===== src/rtl/fdu_pkg.sv =====
package fdu_pkg;
    localparam int SZ_W   = 7;
    localparam int ROT_W  = 4;
    localparam int RGR_W  = 7;
    localparam int RFR_W  = 7;
    localparam int RPR_W  = 6;
    localparam int EPI_W  = 6;
    localparam int PRV_W  = 2;
    localparam int PTR_W  = 64;
    localparam int SLOT_W = 6;
    localparam int EV_W   = 3;
    localparam int ROT_SHIFT = 3;

    typedef struct packed {
        logic [RPR_W-1:0] ren_prd;
        logic [RFR_W-1:0] ren_flt;
        logic [RGR_W-1:0] ren_int;
        logic [ROT_W-1:0] rot;
        logic [SZ_W-1:0]  locals;
        logic [SZ_W-1:0]  size;
    } frame_mark_t;

    localparam int MARK_W = $bits(frame_mark_t);

    typedef struct packed {
        logic [PRV_W-1:0] priv;
        logic [EPI_W-1:0] epilog;
        frame_mark_t      mark;
    } caller_t;

    localparam int CALLER_W = $bits(caller_t);

    typedef struct packed {
        frame_mark_t      mark;
        caller_t          caller;
        logic [PTR_W-1:0] ptr;
        caller_t          dest;
        logic             dest_wr;
    } fdu_state_t;

    typedef enum logic [EV_W-1:0] {
        EV_NONE  = 3'd0,
        EV_ALLOC = 3'd1,
        EV_CALL  = 3'd2,
        EV_RET   = 3'd3,
        EV_IRET  = 3'd4
    } fdu_ev_e;
endpackage


===== src/rtl/fdu_ptr_step.sv =====
// Moves a slot pointer by a count of registers and skips the reserved
// slot that ends each 64-slot group. RETREAT picks the direction.
module fdu_ptr_step #(
    parameter int PTR_W   = 64,
    parameter int CNT_W   = 7,
    parameter int SLOT_W  = 6,
    parameter bit RETREAT = 1'b0
)(
    input  logic [PTR_W-1:0] ptr_in,
    input  logic [CNT_W-1:0] count,
    output logic [PTR_W-1:0] ptr_out
);
    localparam int GRP   = (1 << SLOT_W) - 1;
    localparam int SUM_W = CNT_W + SLOT_W + 1;
    localparam int HI_W  = PTR_W - 3;

    logic [SLOT_W-1:0] slot;
    logic [HI_W-1:0]   hi;
    logic [HI_W-1:0]   hi_next;
    logic [SUM_W-1:0]  span;
    logic [SUM_W-1:0]  extra;

    assign slot = ptr_in[SLOT_W+2:3];
    assign hi   = ptr_in[PTR_W-1:3];

    generate
        if (RETREAT) begin : g_back
            logic [SUM_W-1:0] head;
            assign head    = SUM_W'(GRP - 1) + SUM_W'(count);
            // slot 63 with a zero count would go negative: no skip then
            assign span    = (head >= SUM_W'(slot)) ? head - SUM_W'(slot) : '0;
            assign extra   = span / SUM_W'(GRP);
            assign hi_next = hi - HI_W'(count) - HI_W'(extra);
        end else begin : g_fwd
            assign span    = SUM_W'(slot) + SUM_W'(count);
            assign extra   = span / SUM_W'(GRP);
            assign hi_next = hi + HI_W'(count) + HI_W'(extra);
        end
    endgenerate

    assign ptr_out = {hi_next, ptr_in[2:0]};
endmodule


===== src/rtl/fdu_alloc_decode.sv =====
// Builds the frame marker that an allocate produces from its operands.
module fdu_alloc_decode
    import fdu_pkg::*;
(
    input  logic [SZ_W-1:0] n_in,
    input  logic [SZ_W-1:0] n_loc,
    input  logic [SZ_W-1:0] n_out,
    input  logic [SZ_W-1:0] n_rot,
    input  frame_mark_t     cur_mark,
    output frame_mark_t     new_mark
);
    always_comb begin
        new_mark        = cur_mark;
        new_mark.size   = n_in + n_loc + n_out;
        new_mark.locals = n_in + n_loc;
        new_mark.rot    = ROT_W'(n_rot >> ROT_SHIFT);
    end
endmodule


===== src/rtl/frame_desc_unit.sv =====
module frame_desc_unit
    import fdu_pkg::*;
#(
    parameter logic [PTR_W-1:0] PTR_RST = PTR_W'(4096)
)(
    input  logic                clk,
    input  logic                rst_n,
    input  logic [EV_W-1:0]     ev_code,
    input  logic [SZ_W-1:0]     alloc_in,
    input  logic [SZ_W-1:0]     alloc_loc,
    input  logic [SZ_W-1:0]     alloc_out,
    input  logic [SZ_W-1:0]     alloc_rot,
    input  logic [EPI_W-1:0]    epilog_cnt,
    input  logic [PRV_W-1:0]    priv_lvl,
    input  logic                irq_frame_valid,
    input  logic [MARK_W-1:0]   irq_frame,
    input  logic                caller_bad,
    output logic [MARK_W-1:0]   frame_q,
    output logic [CALLER_W-1:0] caller_q,
    output logic [PTR_W-1:0]    stack_ptr_q,
    output logic [CALLER_W-1:0] alloc_dest,
    output logic                alloc_dest_wr
);
    fdu_state_t  st_q;
    fdu_state_t  st_d;
    frame_mark_t irq_mark;
    frame_mark_t alloc_mark;
    logic [PTR_W-1:0] ptr_call;
    logic [PTR_W-1:0] ptr_ret;
    logic [PTR_W-1:0] ptr_iret;

    assign irq_mark = frame_mark_t'(irq_frame);

    fdu_alloc_decode u_alloc (
        .n_in     (alloc_in),
        .n_loc    (alloc_loc),
        .n_out    (alloc_out),
        .n_rot    (alloc_rot),
        .cur_mark (st_q.mark),
        .new_mark (alloc_mark)
    );

    // call: forward by the current local size
    fdu_ptr_step #(.PTR_W(PTR_W), .CNT_W(SZ_W), .SLOT_W(SLOT_W), .RETREAT(1'b0)) u_step_call (
        .ptr_in  (st_q.ptr),
        .count   (st_q.mark.locals),
        .ptr_out (ptr_call)
    );

    // return: back by the local size kept in the caller state
    fdu_ptr_step #(.PTR_W(PTR_W), .CNT_W(SZ_W), .SLOT_W(SLOT_W), .RETREAT(1'b1)) u_step_ret (
        .ptr_in  (st_q.ptr),
        .count   (st_q.caller.mark.locals),
        .ptr_out (ptr_ret)
    );

    // interruption-return: back by the saved frame size
    fdu_ptr_step #(.PTR_W(PTR_W), .CNT_W(SZ_W), .SLOT_W(SLOT_W), .RETREAT(1'b1)) u_step_iret (
        .ptr_in  (st_q.ptr),
        .count   (irq_mark.size),
        .ptr_out (ptr_iret)
    );

    always_comb begin
        st_d         = st_q;
        st_d.dest_wr = 1'b0;
        case (ev_code)
            EV_ALLOC: begin
                st_d.mark    = alloc_mark;
                st_d.dest    = st_q.caller;
                st_d.dest_wr = 1'b1;
            end
            EV_CALL: begin
                st_d.ptr           = ptr_call;
                st_d.caller.priv   = priv_lvl;
                st_d.caller.epilog = epilog_cnt;
                st_d.caller.mark   = st_q.mark;
                st_d.mark          = '0;
                st_d.mark.size     = st_q.mark.size - st_q.mark.locals;
            end
            EV_RET: begin
                st_d.ptr  = ptr_ret;
                st_d.mark = caller_bad ? frame_mark_t'('0) : st_q.caller.mark;
            end
            EV_IRET: begin
                if (irq_frame_valid) begin
                    st_d.ptr  = ptr_iret;
                    st_d.mark = irq_mark;
                end
            end
            default: ;
        endcase
    end

    always_ff @(posedge clk or negedge rst_n) begin
        if (!rst_n) begin
            st_q.mark    <= '0;
            st_q.caller  <= '0;
            st_q.ptr     <= PTR_RST;
            st_q.dest    <= '0;
            st_q.dest_wr <= 1'b0;
        end else begin
            st_q <= st_d;
        end
    end

    assign frame_q       = st_q.mark;
    assign caller_q      = st_q.caller;
    assign stack_ptr_q   = st_q.ptr;
    assign alloc_dest    = st_q.dest;
    assign alloc_dest_wr = st_q.dest_wr;
endmodule


===== config.mk =====
export PLATFORM = sky130hd
export DESIGN_NAME = frame_desc_unit
export DESIGN_NICKNAME = d
export VERILOG_FILES = /design/src/rtl/fdu_pkg.sv /design/src/rtl/fdu_ptr_step.sv /design/src/rtl/fdu_alloc_decode.sv /design/src/rtl/frame_desc_unit.sv
export SDC_FILE = /design/constraint.sdc
export NUM_CORES = 1
export LEC_CHECK = 0
export BUFFER_PORTS_ARGS = -buffer_cell sky130_fd_sc_hd__buf_4
export CORE_MARGIN = 2
export CORE_UTILIZATION = 51
export DETAILED_ROUTE_END_ITERATION = 7
export PLACE_DENSITY_LB_ADDON = 0.25
export SLEW_MARGIN = 20
export SYNTH_ARGS = -nofsm -noshare
export SYNTH_HDL_FRONTEND = slang
export SYNTH_SLANG_ARGS = --single-unit

===== constraint.sdc =====
create_clock -name clk -period 8.6 [get_ports clk]
set_clock_uncertainty 0.1 [all_clocks]
set_input_delay 1.72 -clock clk [delete_from_list [all_inputs] [get_ports clk]]
set_output_delay 1.72 -clock clk [all_outputs]
set_load 0.1 [all_outputs]

-- Word-level counts from Yosys, hierarchy flattened
Index checks and enable logic that the tools add are counted.
- output and inout bits: 195
- logic and storage cells: 62
- bits in registers: 192
- input bits: 81
- reduce and logical (&&, ||, !) cells: 5
- equality and inequality tests: 5
- div/mod/pow operators: 3
- $lt $le $gt $ge: 2
- mux-type cells: 8
- bitwise operators: 1
- add/subtract/negate cells: 14
- operator list (cell ; count):
    $pmux 64 s3 ; 1
    $pmux 38 s4 ; 1
    $sub 61x14->61 ; 2
    $sub 61x7->61 ; 2
    $mux 38 ; 2
    $mux 64 ; 1
    $add 61x14->61 ; 1
    $add 61x7->61 ; 1
    $div 14x6->14 const B ; 3
    $ge 14x6->1 ; 2
    $mux 14 ; 2
    $sub 14x6->14 ; 2
    $add 6x7->8 const A ; 2
    $add 7x7->7 ; 2
    $add 6x7->8 ; 1
    $sub 7x7->7 ; 1
    $eq 3x2->1 const B ; 2
    $reduce_and 2->1 ; 2
    $reduce_bool 4->1 ; 1
    $eq 3x1->1 const B ; 1
    $eq 3x3->1 const B ; 1
    $reduce_and 3->1 ; 1
    $reduce_bool 3->1 ; 1
    $ne 2x2->1 const B ; 1
    2 further kinds ; 2

-- Longest topological paths before layout
- depth after elaboration: 7
- depth in mapped cells: 38
- depth with buffers taken out: 38

-- Modules after synthesis
Synthesis repeated with hierarchy kept, for this count alone.
- cell total of the unflattened synthesis: 2025
- area, all modules: 16982.5 µm²
- modules (own cells, without submodules) (module ; seq. area each (µm²) ; area each (µm²) ; cells each ; times used):
    frame_desc_unit ; 4880.9 ; 8889.8 ; 882 ; 1
    fdu_ptr_step (u_step_iret) ; 0.0 ; 2641.3 ; 389 ; 1
    fdu_ptr_step (u_step_ret) ; 0.0 ; 2598.7 ; 365 ; 1
    fdu_ptr_step (u_step_call) ; 0.0 ; 2198.4 ; 308 ; 1
    fdu_alloc_decode ; 0.0 ; 654.4 ; 81 ; 1

-- Worst setup path after synthesis
OpenSTA, ideal clock, no wires.
- path type: in2reg
- start point: in irq_frame[1]
- end point: reg st_q (netlist bit stack_ptr_q[43])
- arrival: 8925 ps
- buffers on the path: 0
- required time: 8337 ps
- library setup time: 163 ps
- slack: -588 ps
- cell stages on the path: 37
- path through: inv_1 ha_1 xor2_1 ha_1 and3_1 a21oi_1 a31oi_1 a21o_1 o21ai_0 inv_1 ha_1 inv_1 a211oi_1 a41oi_1 xnor2_1 ha_1 o211ai_1 nor4b_1 a21oi_1 a22o_1 a21oi_1 o21ai_1 fa_1 inv_1 ha_1 nor2_1 fa_1 nor2b_1 o21ai_0 a21boi_0 o21ai_0 a21oi_1 nor4_1 a21oi_1 or4b_2 a21oi_1 xor2_1
- word-level cells in the longest chain between the ends: 7
- elaborated cells on any way between the ends: 9
- classes of those cells: add/sub: 4; div: 1; order compare: 1; mux: 3
- RTL lines (element ; line ; RTL):
    start, declared ; frame_desc_unit.sv:16 ; input logic [MARK_W-1:0] irq_frame,
    $add 6x7->8 ; fdu_ptr_step.sv:29 ; assign head = SUM_W'(GRP - 1) + SUM_W'(count);
    $sub 14x6->14 / $ge 14x6->1 (equally long branches) ; fdu_ptr_step.sv:31 ; assign span = (head >= SUM_W'(slot)) ? head - SUM_W'(slot) : '0;
    $mux 14 ; fdu_ptr_step.sv:31 ;
    $div 14x6->14 ; fdu_ptr_step.sv:32 ; assign extra = span / SUM_W'(GRP);
    $sub 61x14->61 (*) ; fdu_ptr_step.sv:33 ; assign hi_next = hi - HI_W'(count) - HI_W'(extra);
    $mux 64 (*) ; frame_desc_unit.sv:86 ; if (irq_frame_valid) begin
    $pmux 64 s3 (*) ; frame_desc_unit.sv:67 ; case (ev_code)
    end signal, assigned ; frame_desc_unit.sv:103 ; st_q <= st_d;
    end, declared ; frame_desc_unit.sv:24 ; fdu_state_t st_q;
Mark *: on every way between the ends. The rest lies on a longest branch, timed or not. The select of a mux whose other input is x is not followed.
A chain may end at the register's enable or synchronous reset.

-- Worst setup path in the final report
- start point: in irq_frame[2]
- end point: reg st_q (netlist bit stack_ptr_q[17])
Same word-level chain as after synthesis.

==> Flow_metrics.wiki <==
{| class="wikitable"
! Metric !! Value
|-
| Run status || finished clean
|-
| Area growth from synthesis to layout || 28.02%
|-
| Clock tree from TritonCTS || built
|-
| Launching element type of the critical path || primary input
|-
| Number of cells after detailed placement || 2521
|-
| Hold-fix buffers, CTS || 0
|-
| Routability-driven placement congestion ratio || 0.9513
|-
| Core Area || 0.02894 mm²
|-
| GR Overflow Total || 0
|-
| Required time reported for the critical path endpoint || 8.82 ns
|-
| Starting DRC count in detailed routing || 1704
|-
| Die height || 176.0 µm
|-
| Largest net degree at the start of global routing || 92
|-
| GR met2 Demand/Resource || 54.43%
|-
| FF+latch count, synth || 192
|-
| Average wire length per cell after detail routing || 20.51 µm
|-
| Mapped Cells || 1840
|-
| Worst-case setup slack after placement || -0.5790 ns
|-
| Most repeated cell in the gate-level netlist after synthesis || sky130_fd_sc_hd__nand2_1
|-
| Total DRC errors in the routed layout || 0
|-
| Number of global-route vias before repair || 15210
|-
| Maximum resistive drop on vdd || 0.0002495 V
|-
| Fraction of registers with async set/reset || 100.0%
|-
| Critical Path End Type || flip-flop
|-
| Min cycle time layout || 8.319 ns
|-
| Number of maximum-capacitance violations || 0
|-
| Via density per instance || 6.185
|-
| Class of the tightest hold or removal check || flip-flop to flip-flop
|-
| Number of pins exceeding their max-slew limit in the final report || 0
|-
| Ys flop type || sky130_fd_sc_hd__dfrtp_1
|-
| Total I/O pin count || 276
|-
| Yosys top cell by area || sky130_fd_sc_hd__dfrtp_1
|-
| Static leakage power || 8.915 nW
|-
| EDFF count, synth || 0
|-
| Number of antenna repair diodes || 0
|-
| Part of the Yosys area used for sequential elements || 31.86%
|-
| Worst-Skew Late Latency || 0.45 ns
|-
| Number of nets in the final layout || 2361
|-
| Highest net fanout along the worst path || 5
|-
| Actual transition at the worst max-transition pin || 1.052 ns
|-
| Antenna violations before repair || 0
|-
| Fraction of synthesized area in multiplexers || 4.264%
|-
| Synth Area in Simple Gates || 22.16%
|-
| WL final || 52730 µm
|-
| Synthesized-area fraction occupied by adder cells || 10.09%
|-
| Number of buffers added by the clock tree synthesis step || 17
|-
| Post-route insts no fill || 2571
|-
| Std cell rows || 62
|-
| Final Total Pwr || 7.513 mW
|-
| Max-Slew Margin vs Limit || 29.90%
|-
| Setup violations, final || 0
|-
| Highest clock rate || 120.2 MHz
|-
| Total number of H-tree levels || 4
|-
| Ratio of final minimum period to clock period || 96.74%
|-
| Root Buffer || sky130_fd_sc_hd__clkbuf_16
|-
| Global-route met1 utilization || 44.17%
|-
| Top post-synthesis cells by area || sky130_fd_sc_hd__dfrtp_1, sky130_fd_sc_hd__nand2_1, sky130_fd_sc_hd__ha_1, sky130_fd_sc_hd__a21oi_1, sky130_fd_sc_hd__o21ai_0
|-
| Ys Warns || 0
|-
| Syn Area/Cell || 8.197 µm²
|-
| Worst endpoint data arrival time || 8.54 ns
|-
| WHS Path Cells || 2
|-
| Main combinational cell family by area after synthesis || simple AND/OR/NAND/NOR gates
|-
| Die width || 176.0 µm
|-
| Post-synthesis share of cell area spent on xor and xnor gates || 5.168%
|-
| I/O Buffers || 269
|-
| Area of the die || 0.03096 mm²
|-
| Worst reg-to-reg path cell count || 35
|-
| Commonest cells in the synthesized netlist || sky130_fd_sc_hd__nand2_1, sky130_fd_sc_hd__dfrtp_1, sky130_fd_sc_hd__nor2_1
|-
| Initial core utilization || 52.12%
|-
| Overall routing resource usage || 33.53%
|-
| Number of distinct library cell variants in the gate-level netlist after synthesis || 87
|-
| Synthesized-area fraction occupied by ao, oa, aoi and oai cells || 21.15%
|-
| Final hold violations || 0
|-
| Number of search-and-repair iterations in the first detailed-routing pass || 6
|-
| Clk pin slew, worst setup/hold paths || 0.08 ns
|-
| Placed wire-length estimate || 37920 µm
|-
| Syn Std Cell Area || 0.01508 mm²
|-
| First-pass GRT wire length || 82530 µm
|-
| Final antenna-violating net count || 0
|-
| Met3 Track Usage GR || 8.161%
|-
| Clock Sink Count || 192
|-
| Via count || 15900
|-
| GR peak layer || met2
|-
| Max stage delay on crit path || 0.60 ns
|-
| Power density relative to cell area || 389.2 mW/mm²
|-
| Final Core Density || 66.73%
|-
| Layout cells sized above 1 || 27.34%
|-
| Count of filler cells inserted in the layout || 2407
|-
| Cell with the biggest individual delay on the critical path || sky130_fd_sc_hd__fa_1
|-
| Crit path kind || primary input to flip-flop
|-
| Worst Setup Slack, final || 0.2806 ns
|-
| Proportion of netlist area held by the largest area contributor || 31.69%
|-
| Worst-case clock buffer depth || 2
|}
[registers in the layout (all words and copies together), names as in the netlist]
signal	count
stack_ptr_q	61
alloc_dest	46
caller_q	46
frame_q	38
alloc_dest_wr	1
[final timing paths]
kind | from | end | slack [ns]
worst max-delay path | irq_frame[2] | stack_ptr_q[17] | 0.28
worst min-delay path | caller_q[44] | caller_q[44] | 0.40
worst max register to register | caller_q[8] | stack_ptr_q[43] | 0.56
worst min register to register | caller_q[44] | caller_q[44] | 0.40
max in group asynchronous | rst_n | caller_q[9] | 5.86
min in group asynchronous | rst_n | stack_ptr_q[34] | 1.17
[power breakdown]
part	total (mW)	leakage (nW)	switching, mW	internal, mW
sequential	1.37	2.48	0.297	1.07
clock	0.839	0.300	0.418	0.422
combinational	5.30	6.13	3.43	1.87
[through the flow]
stage / setup TNS (ns) / instance area [µm²] / hold slack, ns
floorplan: 0 / 15160 / 0.7579
global placement: -4.650 / 18280 / 0.3736
detailed placement: -12.07 / 18280 / 0.3811
CTS: 0 / 18940 / 0.3999
global route: -1.108 / 19310 / 0.4250
finish: 0 / 19310 / 0.3971
[cell type report]
cell class                      count  area [µm²]  area share [%]
Sequential cell                   192        4808           24.90
Tap cell                          384       480.5           2.488
Inverter                           96       365.4           1.892
Multi-Input combinational cell   1446        9837           50.95
Clock buffer                       17       425.4           2.203
Clock inverter                     15       186.4          0.9656
Timing Repair Buffer              421        3204           16.60
[per-layer routing]
layer  part of all wire (%)  wire [µm]
met5                      0          0
met4                    3.0       1600
met3                     11       5569
met2                     47      24860
met1                     39      20710
[cell usage in the layout (no fill, tap or decap), drive strengths merged, types with 26 or more instances in the layout]
cell and instances:
a22oi 34, nand3 54, a21oi 123, nor4 30
o21ai 127, dfrtp 191, xor2 42, fa 26
nor3 64, buf 420, mux2 50, ha 80
xnor2 47, nand2 268, nor2 141, inv 105
[worst max-delay path: cells and delay by family]
family                     cells  cell delay [ns]
buffers and inverters          8             0.91
and+or+nand+nor                7             0.87
AOI/OAI and AO/OA             17             2.48
adders and majority gates      7             2.04
xor gates and xnor gates       3             0.51
[kinds of logic (layout without fill, tap and decap cells)]
family,count (synthesis),after routing
simple gates,701,701
mux,58,58
buf+inv,204,549
xor+xnor,89,89
fa+ha+maj,106,106
compound gates,489,489
flops,192,192
other cells,1,3
[repair_timing]
| item | 4_1_cts | 5_1_grt |
|---|---|---|
| setup endpoints to repair | 10 | 50 |
| hold endpoints to repair | 0 | 0 |
| gates resized for setup | 4 | 65 |
| setup buffers | 4 | 15 |
| pin swaps | 3 | 37 |
Note: power is estimated with default switching activity, not from simulation.
